<file path="config.mk">
export PLATFORM = sky130hd
export DESIGN_NAME = fault_guard
export DESIGN_NICKNAME = d
export VERILOG_FILES = /design/src/rtl/fg_pkg.sv /design/src/rtl/fg_counter.sv /design/src/rtl/fg_datapath.sv /design/src/rtl/fg_ctrl.sv /design/src/rtl/fault_guard.sv
export SDC_FILE = /design/constraint.sdc
export NUM_CORES = 1
export LEC_CHECK = 0
export CORE_ASPECT_RATIO = 1.5
export CORE_UTILIZATION = 64
export DETAILED_ROUTE_END_ITERATION = 8
export DONT_BUFFER_PORTS = 1
export GPL_TIMING_DRIVEN = 0
export MAX_ROUTING_LAYER = met4
export PLACE_DENSITY = 0.8
export SLEW_MARGIN = 20
export SYNTH_ARGS = -nofsm -noshare
export SYNTH_HDL_FRONTEND = slang
export SYNTH_SLANG_ARGS = --single-unit
</file>
<file path="constraint.sdc">
create_clock -name clk -period 3.91 [get_ports clk]
set_clock_uncertainty 0.2 [all_clocks]
set_input_delay 0.1955 -clock clk [delete_from_list [all_inputs] [get_ports clk]]
set_output_delay 0.1955 -clock clk [all_outputs]
set_load 0.01 [all_outputs]
</file>
<file path="src/rtl/fg_pkg.sv">
package fg_pkg;
  typedef enum logic [1:0] {
    ST_SOFT = 2'd0,
    ST_NORM = 2'd1,
    ST_PROT = 2'd2
  } fgState_e;

  // strobes from control to datapath
  typedef struct packed {
    logic qualRun;
    logic ssRun;
  } fgStrobe_t;

  localparam int ADDR_W = 2;
  localparam logic [ADDR_W-1:0] ADDR_CTRL = 2'd0;
  localparam logic [ADDR_W-1:0] ADDR_QUAL = 2'd1;
  localparam logic [ADDR_W-1:0] ADDR_SOFT = 2'd2;
  localparam int NUM_CNT = 2;
endpackage

</file>
<file path="src/rtl/fg_counter.sv">
module fg_counter #(
  parameter int W = 16,
  parameter logic [W-1:0] INIT = '0
) (
  input  logic         clk,
  input  logic         rstN,
  input  logic         limWr,
  input  logic [W-1:0] limData,
  input  logic         run,
  output logic         done
);
  localparam int EXT_W = W + 1;

  logic [W-1:0] cnt;
  logic [W-1:0] lim;
  logic [EXT_W-1:0] cntNext;

  assign cntNext = {1'b0, cnt} + {{W{1'b0}}, 1'b1};
  // limit of zero compares below one, so it behaves as one
  assign done = run && (cntNext >= {1'b0, lim});

  always_ff @(posedge clk or negedge rstN) begin
    if (!rstN) begin
      cnt <= '0;
      lim <= INIT;
    end else begin
      if (limWr) lim <= limData;
      cnt <= run ? cntNext[W-1:0] : '0;
    end
  end
endmodule

</file>
<file path="src/rtl/fg_datapath.sv">
module fg_datapath
  import fg_pkg::*;
#(
  parameter int DATA_W = 16,
  parameter logic [DATA_W-1:0] QUAL_INIT = 16'd1000,
  parameter logic [DATA_W-1:0] SS_INIT = 16'd4000
) (
  input  logic              clk,
  input  logic              rstN,
  input  logic              overFlag,
  input  logic              wrEn,
  input  logic [ADDR_W-1:0] wrAddr,
  input  logic [DATA_W-1:0] wrData,
  input  fgStrobe_t         strobe,
  output logic              qualDone,
  output logic              ssDone,
  output logic              ctrlWr,
  output logic              ctrlBit
);
  logic [NUM_CNT-1:0] runVec;
  logic [NUM_CNT-1:0] limWrVec;
  logic [NUM_CNT-1:0] doneVec;

  // index 0: qualification, index 1: soft-start
  assign runVec[0]   = strobe.qualRun && overFlag;
  assign runVec[1]   = strobe.ssRun;
  assign limWrVec[0] = wrEn && (wrAddr == ADDR_QUAL);
  assign limWrVec[1] = wrEn && (wrAddr == ADDR_SOFT);

  for (genvar g = 0; g < NUM_CNT; g++) begin : gCnt
    fg_counter #(
      .W   (DATA_W),
      .INIT((g == 0) ? QUAL_INIT : SS_INIT)
    ) uCnt (
      .clk    (clk),
      .rstN   (rstN),
      .limWr  (limWrVec[g]),
      .limData(wrData),
      .run    (runVec[g]),
      .done   (doneVec[g])
    );
  end

  assign qualDone = doneVec[0];
  assign ssDone   = doneVec[1];
  assign ctrlWr   = wrEn && (wrAddr == ADDR_CTRL);
  assign ctrlBit  = wrData[0];
endmodule

</file>
<file path="src/rtl/fg_ctrl.sv">
module fg_ctrl
  import fg_pkg::*;
(
  input  logic      clk,
  input  logic      rstN,
  input  logic      hardRecover,
  input  logic      qualDone,
  input  logic      ssDone,
  input  logic      ctrlWr,
  input  logic      ctrlBit,
  output fgState_e  curState,
  output logic      softEn,
  output logic      faultSticky,
  output fgStrobe_t strobe
);
  fgState_e nxtState;
  logic nxtEn;
  logic nxtFault;

  always_comb begin
    nxtState = curState;
    nxtEn    = softEn;
    nxtFault = faultSticky;
    unique case (curState)
      ST_SOFT, ST_NORM: begin
        if (qualDone) begin
          nxtState = ST_PROT;
          nxtEn    = 1'b0;
          nxtFault = 1'b1;
        end else if (ctrlWr && !ctrlBit) begin
          nxtState = ST_PROT;
          nxtEn    = 1'b0;
        end else if (curState == ST_SOFT && ssDone) begin
          nxtState = ST_NORM;
        end
      end
      ST_PROT: begin
        if (ctrlWr && ctrlBit && !hardRecover) begin
          nxtState = ST_SOFT;
          nxtEn    = 1'b1;
          nxtFault = 1'b0;
        end
      end
      default: begin
        nxtState = ST_PROT;
        nxtEn    = 1'b0;
      end
    endcase
  end

  always_ff @(posedge clk or negedge rstN) begin
    if (!rstN) begin
      curState    <= ST_SOFT;
      softEn      <= 1'b1;
      faultSticky <= 1'b0;
    end else begin
      curState    <= nxtState;
      softEn      <= nxtEn;
      faultSticky <= nxtFault;
    end
  end

  assign strobe.qualRun = (curState != ST_PROT);
  assign strobe.ssRun   = (curState == ST_SOFT);
endmodule

</file>
<file path="src/rtl/fault_guard.sv">
module fault_guard
  import fg_pkg::*;
#(
  parameter int DATA_W = 16,
  parameter logic [DATA_W-1:0] QUAL_INIT = 16'd1000,
  parameter logic [DATA_W-1:0] SS_INIT = 16'd4000
) (
  input  logic              clk,
  input  logic              rstN,
  input  logic              overFlag,
  input  logic              hardRecover,
  input  logic              wrEn,
  input  logic [1:0]        wrAddr,
  input  logic [DATA_W-1:0] wrData,
  output logic [1:0]        state,
  output logic              softEn,
  output logic              faultSticky,
  output logic              lockOe,
  output logic              hDriveOe,
  output logic              supplyDriveOe,
  output logic              vDriveOeA,
  output logic              vDriveOeB,
  output logic              pllDischarge,
  output logic              blankForce
);
  fgStrobe_t strobe;
  fgState_e curState;
  logic qualDone, ssDone, ctrlWr, ctrlBit;
  logic driveOn, protOn;

  fg_datapath #(
    .DATA_W   (DATA_W),
    .QUAL_INIT(QUAL_INIT),
    .SS_INIT  (SS_INIT)
  ) uDp (
    .clk     (clk),
    .rstN    (rstN),
    .overFlag(overFlag),
    .wrEn    (wrEn),
    .wrAddr  (wrAddr),
    .wrData  (wrData),
    .strobe  (strobe),
    .qualDone(qualDone),
    .ssDone  (ssDone),
    .ctrlWr  (ctrlWr),
    .ctrlBit (ctrlBit)
  );

  fg_ctrl uCtrl (
    .clk        (clk),
    .rstN       (rstN),
    .hardRecover(hardRecover),
    .qualDone   (qualDone),
    .ssDone     (ssDone),
    .ctrlWr     (ctrlWr),
    .ctrlBit    (ctrlBit),
    .curState   (curState),
    .softEn     (softEn),
    .faultSticky(faultSticky),
    .strobe     (strobe)
  );

  assign driveOn = (curState == ST_NORM);
  assign protOn  = (curState == ST_PROT);

  assign state         = curState;
  assign lockOe        = driveOn;
  assign hDriveOe      = driveOn;
  assign supplyDriveOe = driveOn;
  assign vDriveOeA     = driveOn;
  assign vDriveOeB     = driveOn;
  assign pllDischarge  = protOn;
  assign blankForce    = protOn;
endmodule

</file>
* Yosys cells after proc, flatten, opt, wreduce, memory -nomap -nowiden
Cells that the tools add are included.
** Operators by class
- $add $sub $neg :: 2
- Order comparisons :: 2
- Equal/unequal tests :: 9
- Muxes and demuxes :: 14
- Reduce and logical (&&, ||, !) cells :: 19
** Operator list (number)
- $add A16 B1 Y17 const B :: 2
- $ge A17 B16 Y1 :: 2
- $mux W16 :: 2
- $logic_and A1 B1 Y1 :: 10
- $mux W2 :: 4
- $mux W1 :: 5
- $eq A2 B1 Y1 const B :: 2
- $eq A2 B2 Y1 const B :: 2
- $logic_not A2 Y1 :: 2
- $ne A2 B2 Y1 const B :: 2
- $ne A4 B2 Y1 const B :: 1
- $pmux W1 S2 :: 2
- $pmux W2 S2 :: 1
- $reduce_and A2 Y1 :: 2
- $ne A3 B2 Y1 const B :: 1
- $reduce_and A3 Y1 :: 1
- $logic_not A1 Y1 :: 2
- $ne A2 B1 Y1 const B :: 1
- $reduce_bool A2 Y1 :: 1
- $reduce_or A2 Y1 :: 1
** Word-level totals
- Register bits after elaboration :: 68
- Bits of input ports :: 23
- Word-level logic and storage cells :: 53

* Logic depth before layout (Yosys ltp)
- Depth after elaboration :: 8
- Mapped depth :: 12

* Cells and area by module
A second synthesis with hierarchy kept.
** Unflattened totals
- Cell total of the unflattened synthesis :: 398
- Area, all modules :: 3823.7 sq um
** Modules (own cells, without submodules)
- fg_counter (uDp.gCnt[0].uCnt) :: instances 1, cells each 189, area each 1769.2 sq um
- fg_counter (uDp.gCnt[1].uCnt) :: instances 1, cells each 179, area each 1760.4 sq um
- fg_ctrl :: instances 1, cells each 18, area each 197.7 sq um
- fault_guard :: instances 1, cells each 7, area each 52.6 sq um
- fg_datapath :: instances 1, cells each 5, area each 43.8 sq um

* Worst setup path after synthesis
Ideal clock, no wire load.
- Kind :: flip-flop to flip-flop
- Start point :: register uDp.gCnt[0].uCnt.cnt[2]
- End point :: register uCtrl.curState[0]
- Setup time :: 82 ps
- Data arrival time :: 2568 ps
- Data required time :: 3628 ps
- Path slack :: 1060 ps
- Cell stages (with the launch flop) :: 12
- Path buffers :: 0
- Clock period less this slack :: 2850 ps
- Cell sequence :: dfrtp_1 -> and3_1 -> and4_1 -> nand2_1 -> nor2_1 -> xor2_1 -> ha_1 -> and3_2 -> a221o_1 -> a2111oi_4 -> nor2_1 -> a31oi_1
** Between the ends
- Cells in the longest elaborated chain, start to end :: 5
- Elaborated cells on any way between the ends :: 7
** RTL lines
- start, declared :: line fg_counter.sv:14 : logic [W-1:0] cnt;
- start signal, assigned :: line fg_counter.sv:28 : cnt <= run ? cntNext[W-1:0] : '0;
- $add A16 B1 Y17 (*) :: line fg_counter.sv:18 : assign cntNext = {1'b0, cnt} + {{W{1'b0}}, 1'b1};
- $ge A17 B16 Y1 (*) :: line fg_counter.sv:20 : assign done = run && (cntNext >= {1'b0, lim});
- $logic_and A1 B1 Y1 (*) :: line fg_counter.sv:20
- $ne A4 B2 Y1 (no source line) / $mux W2 (equally long branches)
- $reduce_and A2 Y1 (no source line) / $pmux W2 S2 (equally long branches)
- end signal, assigned :: line fg_ctrl.sv:57 : curState <= nxtState;
- end, declared :: line fg_ctrl.sv:11 : output fgState_e curState,
Every way passes the cells marked *; elsewhere a longest branch is shown, timed or not.
A chain may end at the register's enable or synchronous reset.

* Worst setup path in the final report
Same ends and word-level chain as after synthesis.

==> flow_metrics.tcl <==
set metrics [dict create \
    coreArea_um2 5574 \
    drc 0 \
    cts-root-buf "clkbuf_8" \
    io_pins 34 \
    placed_cell_area_um2 3871 \
    reg2reg_from "uDp.gCnt[0].uCnt.cnt[2]$_DFF_PN0_" \
    wirelength_um 7718 \
    cpMaxStageDelayCell "dfrtp_1" \
    power_mw 1.824 \
    ys_seq_elements 68 \
    critPathLaunchType "register" \
    comb_power_share_pct 22.7 \
    max_freq_ghz 0.3049 \
    syn-cell-area_um2 3784 \
    yosys-top-cells-area "dfrtp_1, ha_1, dfstp_2" \
    critPathLaunch "uDp.gCnt[0].uCnt.cnt[2]$_DFF_PN0_" \
    final_hold_viol_count 0 \
    clock_sinks 68 \
    drt-initial-drc-count 89 \
    fin_crit_sh_pct 83.87 \
    gp_congestion 0.8038 \
    insertedDiodeCount 0 \
    slew_headroom_pct 67.40 \
    die_y_um 96.17 \
    cp-end-kind "register" \
    synth_ff_type "dfrtp_1" \
    viasPerCell 5.643 \
    drv_cap 0 \
    leakagePower_nw 2.101 \
    max-clock-path-buffers 2 \
    antenna_left 0 \
    postSynthAreaPerCell_um2 10.94 \
    period_needed_ns 3.280 \
    seqCellArea_um2 1718 \
    numCtsBuffers 9 \
    power_density_nw_per_um2 424.4 \
    std_cell_rows 33 \
    ys_seq_area_share_pct 45.40 \
    fin_setup_tns_ns 0 \
    crit_fanout 4 \
    grt_start_max_net_pins 69 \
    yosysTopAreaCell "dfrtp_1" \
    clock_latency_ns 0.35 \
    final_core_util_pct 77.10 \
    nFillCells 369 \
    clock_power_share_pct 29.7 \
    cp.required_ns 3.96 \
    tritoncts "built" \
    grt.overflow.total 0 \
    finalInstanceArea_um2 4298 \
    rsz0062_at_grt "false" \
    grt_pass1_wl_um 12770 \
    cellInternalPower_mw 1.272 \
    p_seq_share_pct 47.6 \
    clk_pin_slew_ns 0.07 \
    setup_viol 0 \
    critical_path_class "register to register" \
    grt_pass1_vias 2801 \
    die-area_um2 6230 \
    synth_top_cells_by_count "dfrtp_1, inv_1, ha_1, nor2b_1, mux2_2" \
    multiInputGateArea_um2 1872 \
    synth_cell_types 42 \
    routedWlPerCell_um 17.00 \
    crit_top_cell "nor2_1" \
    ir_drop_mv 0.4049 \
    netSwitchingPower_mw 0.5520 \
    min_path_type "input port to register" \
    crit_chain "and3_1 -> and4_1 -> nand2_1 -> nor2_1 -> xor2_1 -> ha_1 -> and3_2 -> a221o_1 -> a2111oi_4 -> nor2_1 -> a31oi_1" \
    syn_inst 346 \
    yosysMostFrequentCell "dfrtp_1" \
    crit_path_max_incr_delay_ns 0.40 \
    drt_first_pass_iters 4 \
    cts.htree.levels 3 \
    io_buffer_count 0 \
    yosysWarnings 0 \
    status "complete, no violations" \
    drv_slew 0 \
    postCtsSetupRepairBufs 0 \
    netlist.area_leader.share_pct 36.38 \
    vias 2562 \
    die_w_um 64.78 \
    dp_hpwl_um 5441 \
    antenna_found_initial 0 \
    synthArstFlopShare_pct 100.0 \
    hold_start "wrAddr[1]" \
    worst_pin_slew_ns 0.4890 \
    synth_edf_count 0 \
    cp.arrival_ns 3.33 \
    finalNetCount 436 \
    drive_gt1_share_pct 19.01 \
    start_util_pct 67.88 \
    grt_use_total_pct 28.73 \
    syn_to_final_growth_pct 13.59 \
    swShare_pct 30.26 \
    syn_nets 403 \
]
==> power groups by stage <==
stage | registers, mW | logic, mW | clock network (mW)
floorplan | 0.860 | 0.295 | 0
global placement | 0.873 | 0.344 | 0
detailed placement | 0.880 | 0.363 | 0
CTS | 0.867 | 0.406 | 0.547
global route | 0.878 | 0.466 | 0.583
finish | 0.868 | 0.414 | 0.542
==> worst max-delay path, delay by kind of cell (launching register included) <==
family,cells,cell delay (ns)
AO/OA/AOI/OAI,3,0.93
adder cells (fa/ha/maj),1,0.30
XOR/XNOR,1,0.24
flip-flops,1,0.40
AND/OR/NAND/NOR,6,1.11
==> cell usage in the layout (no fill, tap or decap), types with 4 or more instances in the layout <==
cell           synthesis  layout
and3_1                 7       7
inv_1                 36      36
dfstp_2               13      13
a21oi_1               12      12
nor2b_1               29      29
clkbuf_1               3       4
nand3_1               17      17
and4_1                 6       6
clkbuf_8               0      12
xor2_1                11      11
dlygate4sd3_1          0      21
nand2_1               18      18
dfrtp_1               55      55
buf_4                  5       5
nor2_1                12      12
nand4_1                5       5
o21ai_1                4       4
xnor2_1               17      17
ha_1                  34      34
mux2_2                27      27
mux2_1                 5       5
==> what timing repair did <==
| item | 4_1_cts | 5_1_grt |
|---|---|---|
| hold endpoints to repair | 110 | 0 |
| resized for setup | 0 | 0 |
| hold buffers | 22 | 0 |
==> cell type report <==
type / instances / area share (%)
Timing Repair Buffer: 22 / 5.531
Inverter: 36 / 3.144
Buffer: 10 / 1.368
Clock inverter: 3 / 0.4658
Multi-Input combinational cell: 232 / 43.55
Clock buffer: 13 / 3.930
Sequential cell: 68 / 39.97
Tap cell: 70 / 2.038
==> path summary, 6_finish.rpt <==
path	depth (start not counted)	slack, ns	to
setup reg to reg	11	0.63	uCtrl.curState[0]$_DFFE_PN0P_
setup / recovery	11	0.63	uCtrl.curState[0]$_DFFE_PN0P_
hold / removal	4	0.02	uCtrl.faultSticky$_DFFE_PN0P_
max in group asynchronous	2	3.00	uDp.gCnt[1].uCnt.lim[5]$_DFFE_PN1P_
min in group asynchronous	2	0.21	uDp.gCnt[1].uCnt.cnt[3]$_DFF_PN0_
hold reg to reg	1	0.31	uDp.gCnt[0].uCnt.lim[13]$_DFFE_PN0P_
==> flip-flops by register name, summed over array words and instances, names as in the netlist <==
name and count:
uCtrl.softEn 1, uDp.gCnt.uCnt.cnt 32, uCtrl.curState 2, uCtrl.faultSticky 1, uDp.gCnt.uCnt.lim 32
==> layer usage <==
layer	global-route usage, %	vias up	share of wire (%)
met2	51.74	50	55
met3	6.517	23	3.2
met4	14.26	0	3.5
li1	-	1245	-
met5	-	-	0
met1	28.78	1244	38
==> kinds of logic after synthesis <==
kind of cell / count (synthesis) / share of synthesized area (%)
AOI/OAI and AO/OA: 32 / 6.185
xor gates and xnor gates: 28 / 6.481
adders and majority gates: 34 / 11.24
buffers and inverters: 46 / 5.126
DFF: 68 / 45.40
muxes: 32 / 9.524
and+or+nand+nor: 106 / 16.04
==> per-stage QoR <==
| step | hold slack [ns] | setup slack [ns] | std cells |
|---|---|---|---|
| 4_1_cts | 0.003890 | 0.6007 | 454 |
| 2_1_floorplan | -0.3001 | 1.060 | 346 |
| 3_5_place_dp | -0.2988 | 0.6468 | 416 |
| 6_report | 0.02426 | 0.6305 | 454 |
| 3_3_place_gp | -0.2988 | 0.7780 | 416 |
| 5_1_grt | 0.02763 | 0.4334 | 454 |
No activity file was read; power rests on OpenSTA's default activity.
